File: src/rtl/i2c_sclk_pkg.sv
package i2c_sclk_pkg;

  typedef enum logic [1:0] {
    PH_IDLE = 2'd0,
    PH_LOW  = 2'd1,
    PH_HIGH = 2'd2
  } scl_phase_e;

endpackage

File: src/rtl/scl_prescaler.sv
module scl_prescaler #(
  parameter int PRESCALE_W = 3
) (
  input  logic                  clk,
  input  logic                  rst_n,
  input  logic                  run,
  input  logic [PRESCALE_W-1:0] div_sel,
  output logic                  tick
);

  logic [PRESCALE_W-1:0] pre_cnt_q;
  logic [PRESCALE_W-1:0] pre_cnt_d;

  // tick when the count reaches the divisor; >= keeps it from running away
  always_comb begin
    tick      = run && (pre_cnt_q >= div_sel);
    pre_cnt_d = pre_cnt_q + 1'b1;
    if (!run || tick) begin
      pre_cnt_d = '0;
    end
  end

  always_ff @(posedge clk or negedge rst_n) begin
    if (!rst_n) begin
      pre_cnt_q <= '0;
    end else begin
      pre_cnt_q <= pre_cnt_d;
    end
  end

endmodule

File: src/rtl/scl_sync.sv
module scl_sync #(
  parameter int STAGES = 2
) (
  input  logic clk,
  input  logic rst_n,
  input  logic d,
  output logic q
);

  logic [STAGES-1:0] ff_q;

  for (genvar s = 0; s < STAGES; s++) begin : g_stage
    if (s == 0) begin : g_first
      always_ff @(posedge clk or negedge rst_n) begin
        if (!rst_n) begin
          ff_q[0] <= 1'b0;
        end else begin
          ff_q[0] <= d;
        end
      end
    end else begin : g_next
      always_ff @(posedge clk or negedge rst_n) begin
        if (!rst_n) begin
          ff_q[s] <= 1'b0;
        end else begin
          ff_q[s] <= ff_q[s-1];
        end
      end
    end
  end

  assign q = ff_q[STAGES-1];

endmodule

File: src/rtl/scl_phase_fsm.sv
module scl_phase_fsm
  import i2c_sclk_pkg::*;
#(
  parameter int PRESCALE_W = 3,
  parameter int GAP_W      = 6,
  parameter int BASE_CYC   = 20,
  parameter int GAP_STEP   = 8,
  localparam int CTRL_W    = PRESCALE_W + GAP_W
) (
  input  logic                  clk,
  input  logic                  rst_n,
  input  logic                  enable,
  input  logic [CTRL_W-1:0]     ctrl,
  input  logic                  tick,
  input  logic                  scl_hi,
  output logic                  run,
  output logic [PRESCALE_W-1:0] cdf_q,
  output logic                  drive_low,
  output logic                  change_stb,
  output logic                  sample_stb
);

  localparam int HALF_BASE = BASE_CYC / 2;
  localparam int HALF_STEP = GAP_STEP / 2;
  localparam int MAX_HALF  = HALF_BASE + HALF_STEP * ((1 << GAP_W) - 1);
  localparam int CNT_W     = $clog2(MAX_HALF + 1);

  scl_phase_e       phase_q, phase_d;
  logic [CNT_W-1:0] cnt_q, cnt_d;
  logic [GAP_W-1:0] gap_q;
  logic             cfg_load;
  logic [CNT_W-1:0] half_len;
  logic [CNT_W-1:0] mid_idx;
  logic             at_last;
  logic             at_mid;

  // each half of the period: base/2 + step/2 per gap unit, in internal ticks
  always_comb begin
    half_len = CNT_W'(HALF_BASE) + CNT_W'(HALF_STEP) * CNT_W'(gap_q);
    mid_idx  = (half_len >> 1) - 1'b1;
    at_last  = (cnt_q == half_len - 1'b1);
    at_mid   = (cnt_q == mid_idx);
  end

  always_comb begin
    phase_d    = phase_q;
    cnt_d      = cnt_q;
    cfg_load   = 1'b0;
    change_stb = 1'b0;
    sample_stb = 1'b0;
    if (!enable) begin
      phase_d = PH_IDLE;
      cnt_d   = '0;
    end else begin
      unique case (phase_q)
        PH_IDLE: begin
          phase_d  = PH_LOW;
          cnt_d    = '0;
          cfg_load = 1'b1;
        end
        PH_LOW: begin
          if (tick) begin
            change_stb = at_mid;
            if (at_last) begin
              phase_d = PH_HIGH;
              cnt_d   = '0;
            end else begin
              cnt_d = cnt_q + 1'b1;
            end
          end
        end
        PH_HIGH: begin
          // hold the count while SCL is sensed low: rise time and stretching
          if (tick && scl_hi) begin
            sample_stb = at_mid;
            if (at_last) begin
              phase_d  = PH_LOW;
              cnt_d    = '0;
              cfg_load = 1'b1;
            end else begin
              cnt_d = cnt_q + 1'b1;
            end
          end
        end
        default: begin
          phase_d = PH_IDLE;
          cnt_d   = '0;
        end
      endcase
    end
  end

  always_ff @(posedge clk or negedge rst_n) begin
    if (!rst_n) begin
      phase_q <= PH_IDLE;
      cnt_q   <= '0;
      gap_q   <= '0;
      cdf_q   <= '0;
    end else begin
      phase_q <= phase_d;
      cnt_q   <= cnt_d;
      if (cfg_load) begin
        gap_q <= ctrl[CTRL_W-1:PRESCALE_W];
        cdf_q <= ctrl[PRESCALE_W-1:0];
      end
    end
  end

  assign run       = (phase_q != PH_IDLE);
  assign drive_low = (phase_q == PH_LOW);

  // a nonzero divisor never gives back-to-back ticks within one setting
  p_tick_gap_r1: assert property (@(posedge clk) disable iff (!rst_n)
    tick && (cdf_q != '0) && !cfg_load |=> !tick);

  // the low half only ends on an internal-clock tick
  p_low_end_tick_r3: assert property (@(posedge clk) disable iff (!rst_n)
    (phase_q == PH_HIGH) && $past(phase_q == PH_LOW) |-> $past(tick) && $past(enable));

  // the high half only ends on a tick that saw SCL high
  p_high_end_scl_r4: assert property (@(posedge clk) disable iff (!rst_n)
    (phase_q == PH_LOW) && $past(phase_q == PH_HIGH) |-> $past(tick) && $past(scl_hi));

  // captured settings do not move inside a half
  p_cfg_hold_r9: assert property (@(posedge clk) disable iff (!rst_n)
    (phase_q != PH_IDLE) && (phase_q == $past(phase_q)) |-> $stable(gap_q) && $stable(cdf_q));

endmodule

File: src/rtl/i2c_scl_divider.sv
module i2c_scl_divider #(
  parameter int PRESCALE_W  = 3,
  parameter int GAP_W       = 6,
  parameter int BASE_CYC    = 20,
  parameter int GAP_STEP    = 8,
  parameter int SYNC_STAGES = 2,
  localparam int CTRL_W     = PRESCALE_W + GAP_W
) (
  input  logic              clk,
  input  logic              rst_n,
  input  logic              enable,
  input  logic [CTRL_W-1:0] clk_ctrl,
  input  logic              scl_in,
  output logic              ick_tick,
  output logic              scl_drive_low,
  output logic              sda_change_stb,
  output logic              sda_sample_stb
);

  logic                  run;
  logic                  tick;
  logic                  scl_hi;
  logic [PRESCALE_W-1:0] cdf_q;

  scl_sync #(
    .STAGES (SYNC_STAGES)
  ) u_sync (
    .clk   (clk),
    .rst_n (rst_n),
    .d     (scl_in),
    .q     (scl_hi)
  );

  scl_prescaler #(
    .PRESCALE_W (PRESCALE_W)
  ) u_prescaler (
    .clk     (clk),
    .rst_n   (rst_n),
    .run     (run),
    .div_sel (cdf_q),
    .tick    (tick)
  );

  scl_phase_fsm #(
    .PRESCALE_W (PRESCALE_W),
    .GAP_W      (GAP_W),
    .BASE_CYC   (BASE_CYC),
    .GAP_STEP   (GAP_STEP)
  ) u_phase (
    .clk        (clk),
    .rst_n      (rst_n),
    .enable     (enable),
    .ctrl       (clk_ctrl),
    .tick       (tick),
    .scl_hi     (scl_hi),
    .run        (run),
    .cdf_q      (cdf_q),
    .drive_low  (scl_drive_low),
    .change_stb (sda_change_stb),
    .sample_stb (sda_sample_stb)
  );

  assign ick_tick = tick;

  // one clock after disable the pad is released and the tick stops
  p_release_r8: assert property (@(posedge clk) disable iff (!rst_n)
    !enable |=> !scl_drive_low && !ick_tick);

endmodule

File: config.mk
export PLATFORM = sky130hd
export DESIGN_NAME = i2c_scl_divider
export DESIGN_NICKNAME = d
export VERILOG_FILES = /design/src/rtl/i2c_sclk_pkg.sv /design/src/rtl/scl_prescaler.sv /design/src/rtl/scl_sync.sv /design/src/rtl/scl_phase_fsm.sv /design/src/rtl/i2c_scl_divider.sv
export SDC_FILE = /design/constraint.sdc
export NUM_CORES = 1
export LEC_CHECK = 0
export BUFFER_PORTS_ARGS = -buffer_cell sky130_fd_sc_hd__buf_2
export CORE_MARGIN = 3
export CORE_UTILIZATION = 50
export DETAILED_ROUTE_END_ITERATION = 8
export GPL_TIMING_DRIVEN = 0
export MAX_ROUTING_LAYER = met4
export PLACE_DENSITY_LB_ADDON = 0.05
export SLEW_MARGIN = 20
export SYNTH_ARGS = -nofsm -noshare
export SYNTH_HDL_FRONTEND = slang
export SYNTH_SLANG_ARGS = --single-unit
File: constraint.sdc
create_clock -name clk -period 2.1 [get_ports clk]
set_input_delay 0.42 -clock clk [delete_from_list [all_inputs] [get_ports clk]]
set_output_delay 0.42 -clock clk [all_outputs]
set_load 0.01 [all_outputs]
==> metrics.md <==
| Metric | Value |
|---|---|
| CTS Root Cell | clkbuf_4 |
| Slowest cell delay on critical path | between 300 and 400 ps |
| Syn Area/Cell | between 9 and 10 sq um |
| Min Hold Slack | between 60 and 70 ps |
| Critical Path Slowest Stage Cell | dfrtp_1 |
| Number of global-route vias before repair | approximately 1.4k |
| Grt ovf | 0 |
| RSZ-0062 raised after global routing | yes |
| Crit path from | u_prescaler.pre_cnt_q[0] |
| Worst skew pair latency | 320 ps |
| Area post-placement | 1830 sq um |
| Pins Over Slew Limit | 0 |
| Filler instances | roughly 240 |
| Critical Path Stages | 8 |
| Post-Syn Nets | ~200 |
| FP Rows | 20 |
| Residual DRC | 0 |
| Post-layout instance area | 2230 sq um |
| Fin worst setup slack | -212 ps |
| Fin. Hold Viols | 0 |
| # clock sinks | 25 |
| Cells after DPL | 238 |
| Die Height | roughly 64 um |
| Initial antenna violation count | 0 |
| Final ANT Viol Nets | 0 |
| Setup total negative slack | -2000 ps |
| CP Cell Sequence | inv_1 > ha_1 > nand2b_4 > a211oi_4 > nor3_2 > nand4_1 > nor2_1 > buf_2 |
| Post-Synthesis Cells | around 180 |
| DRT iter0 DRCs | 70 |
| Mapped Area | 1690 sq um |
| FF+latch count, synth | 25 |
| Buf+Inv Stages, Crit Path | 2 |
| Total vias in the final route | approximately 1.5k |
| Startpoint types | register |
| Syn-to-layout area delta | 32.4% |
| Peak supply drop | just under 0.0007 V |
| Fmax | 0.433 GHz |
| Most common cell after layout, fill and taps aside | dfrtp_1 |
| Worst-path clk slew | approximately 140 ps |
| Worst r2r path cells | 9 |
| Non-filler cells, final | between 200 and 300 |
| Htree depth | 1 |
| Num CTS Buffers | 3 |
| Critical Path RT | between 1500 and 2000 ps |
| Post-DP HPWL | between 2000 and 3000 um |
| CP delay by family, top | simple AND/OR/NAND/NOR gates |
| Crit path arrival time | ~1900 ps |
| Routed wire per std cell | around 15 um |
| Die area | about 4100 sq um |
| Worst-Margin Slew | ~560 ps |
| Max-cap violations | 0 |
| Initial Util | 0.540 |
| Skew final | between 1 and 1.5 ps |
| Capturing point of the worst reg2reg path | u_phase.gap_q[5] |
| Commonest cells after routing, fill and taps aside | 22 x dfrtp_1, 20 x buf_4, 18 x buf_2 |
| Clock Path Buffers | 2 |
| Worst setup path end | sda_change_stb |
| Largest cells by area after synthesis | dfrtp_1 37%, ha_1 8.2%, mux2_2 6.0% |
| Top FF cell, synth | dfrtp_1 |
| Tcrit/Tclk final | 1.10 |
| Warning count from the yosys run | 0 |
| Failing checks | setup timing |
| TritonCTS clock tree | yes |
| Slew Limit Headroom | 0.627 |
| Layout cells sized above 1 | 0.378 |
| Largest net degree at the start of global routing | 26 |
| Crit end category | output port |
| Status | finished with violations |
| Worst hold path type | in -> async |
| Post-DR vias/cell | 5.56 |
| Crit path max fanout | 3 |
| GPL Wtd Cong | 0.862 |
| Number of synthesized flops with an enable pin | 0 |
| Layout Nets | ~250 |
| Reg2Reg Setup Slack | -170 ps |
| First-pass GRT wire length | 6450 um |
| Leak | about 0.99 nW |
| CTS Hold Bufs | 0 |
| Unique masters post-synth | 45 |
| FFs w/ async S/R, synth | 1.00 |
| Cell taking the most area after synthesis | dfrtp_1 |
| DR pass1 iterations | 4 |
| PortBufs | 15 |
| Reg2Reg Launch Point | u_phase.gap_q[2] |
| WS Path Type | reg -> out |
| Seq/Total Area, Yosys | 0.371 |
| Tmin final | 2310 ps |
| Pwr/cell area | about 1100 nW/um^2 |
| Top Ports | 17 |
| Multi-input gate area | 1110 sq um |
| Final wirelength | 4010 um |
| Final setup viols | 13 |
| Synth top area share | 0.371 |
| Storage cell area | 629 sq um |
| Die width | about 64 um |
| Antenna Cells | 0 |
| All-layer global routing usage | 0.200 |
| Floorplan core area | approximately 3100 sq um |
| Pre-CTS setup slack | -333 ps |
## logic make-up (layout without fill, tap and decap cells)
family | Yosys count | in the layout | synth area share
adders and majority gates | 11 | 11 | 0.0815
and+or+nand+nor | 60 | 60 | 0.198
AOI/OAI and AO/OA | 41 | 41 | 0.176
buffers and inverters | 23 | 66 | 0.0623
xor gates and xnor gates | 10 | 10 | 0.0519
DFF | 25 | 25 | 0.371
muxes | 9 | 9 | 0.0600
## repair_timing
| item | in CTS | in global routing |
|---|---|---|
| pin swaps | 9 | 11 |
| endpoints found under the setup margin | 22 | 20 |
| gates resized for setup | 27 | 16 |
| buffers inserted | 13 | 10 |
| gates cloned | 1 | 0 |
| hold endpoints to repair | 0 | 0 |
## through the flow
step / power (mW) / utilization
after floorplan: 1.40 / -
after global placement: 1.56 / 0.585
after detailed placement: 1.61 / 0.585
after CTS: 2.18 / 0.662
after global routing: 2.61 / 0.714
final: 2.46 / 0.714
## report_power, final
part	switching, mW	total [mW]	internal (mW)
registers	0.103	0.694	0.591
clock network	0.148	0.223	0.0745
logic	0.693	1.54	0.845
total	0.945	2.46	1.51
## registers in the layout, summed over array words and instances, names as in the netlist
register               flops
u_phase.phase_q            2
u_phase.gap_q              6
u_phase.cnt_q              9
u_prescaler.pre_cnt_q      3
u_sync.q                   1
u_phase.cdf_q              3
u_sync.ff_q                1
## Yosys cell counts, types with 2 or more instances
master / number
and3_1: 4
xor2_1: 3
o21ai_0: 8
a211oi_1: 4
ha_1: 11
nor2_1: 7
a22oi_1: 2
clkbuf_1: 3
nand4_1: 4
inv_1: 12
xnor2_1: 7
nor3_1: 7
nand2_1: 12
nand3_1: 11
o31ai_1: 6
a21oi_1: 2
a31oi_1: 5
nor2b_1: 4
o22ai_1: 3
mux2_2: 9
dfrtp_1: 25
o211ai_1: 3
buf_2: 5
## routing by layer
| layer | wire [um] | GRT usage | up-vias |
|---|---|---|---|
| met5 | 0 | - | - |
| met4 | 26 | 0.0369 | 0 |
| met3 | 148 | 0.0211 | 4 |
| met2 | 1970 | 0.325 | 34 |
| met1 | 1870 | 0.274 | 710 |
| li1 | - | - | 730 |
## how the worst min path moves through the flow
stage | startpoint | slack [ps] | depth (start not counted) | to
final | rst_n | 60 | 1 | u_phase.gap_q[5]
after CTS | rst_n | 90 | 1 | u_phase.cnt_q[5]
after global routing | rst_n | 80 | 1 | u_phase.gap_q[5]
after global placement | u_sync.ff_q[0] | 340 | 0 | u_sync.q
after floorplan | rst_n | 120 | 0 | u_phase.cdf_q[0]
after detailed placement | u_sync.ff_q[0] | 360 | 0 | u_sync.q
## area by class of cell
cell class                      instances  area share
Timing Repair Buffer                   39       0.133
Buffer                                 11      0.0302
Inverter                               12      0.0202
Multi-Input combinational cell        131       0.498
Sequential cell                        25       0.282
Tap cell                               44      0.0246
Clock buffer                            4      0.0118
(Power assumes the default switching activity.)
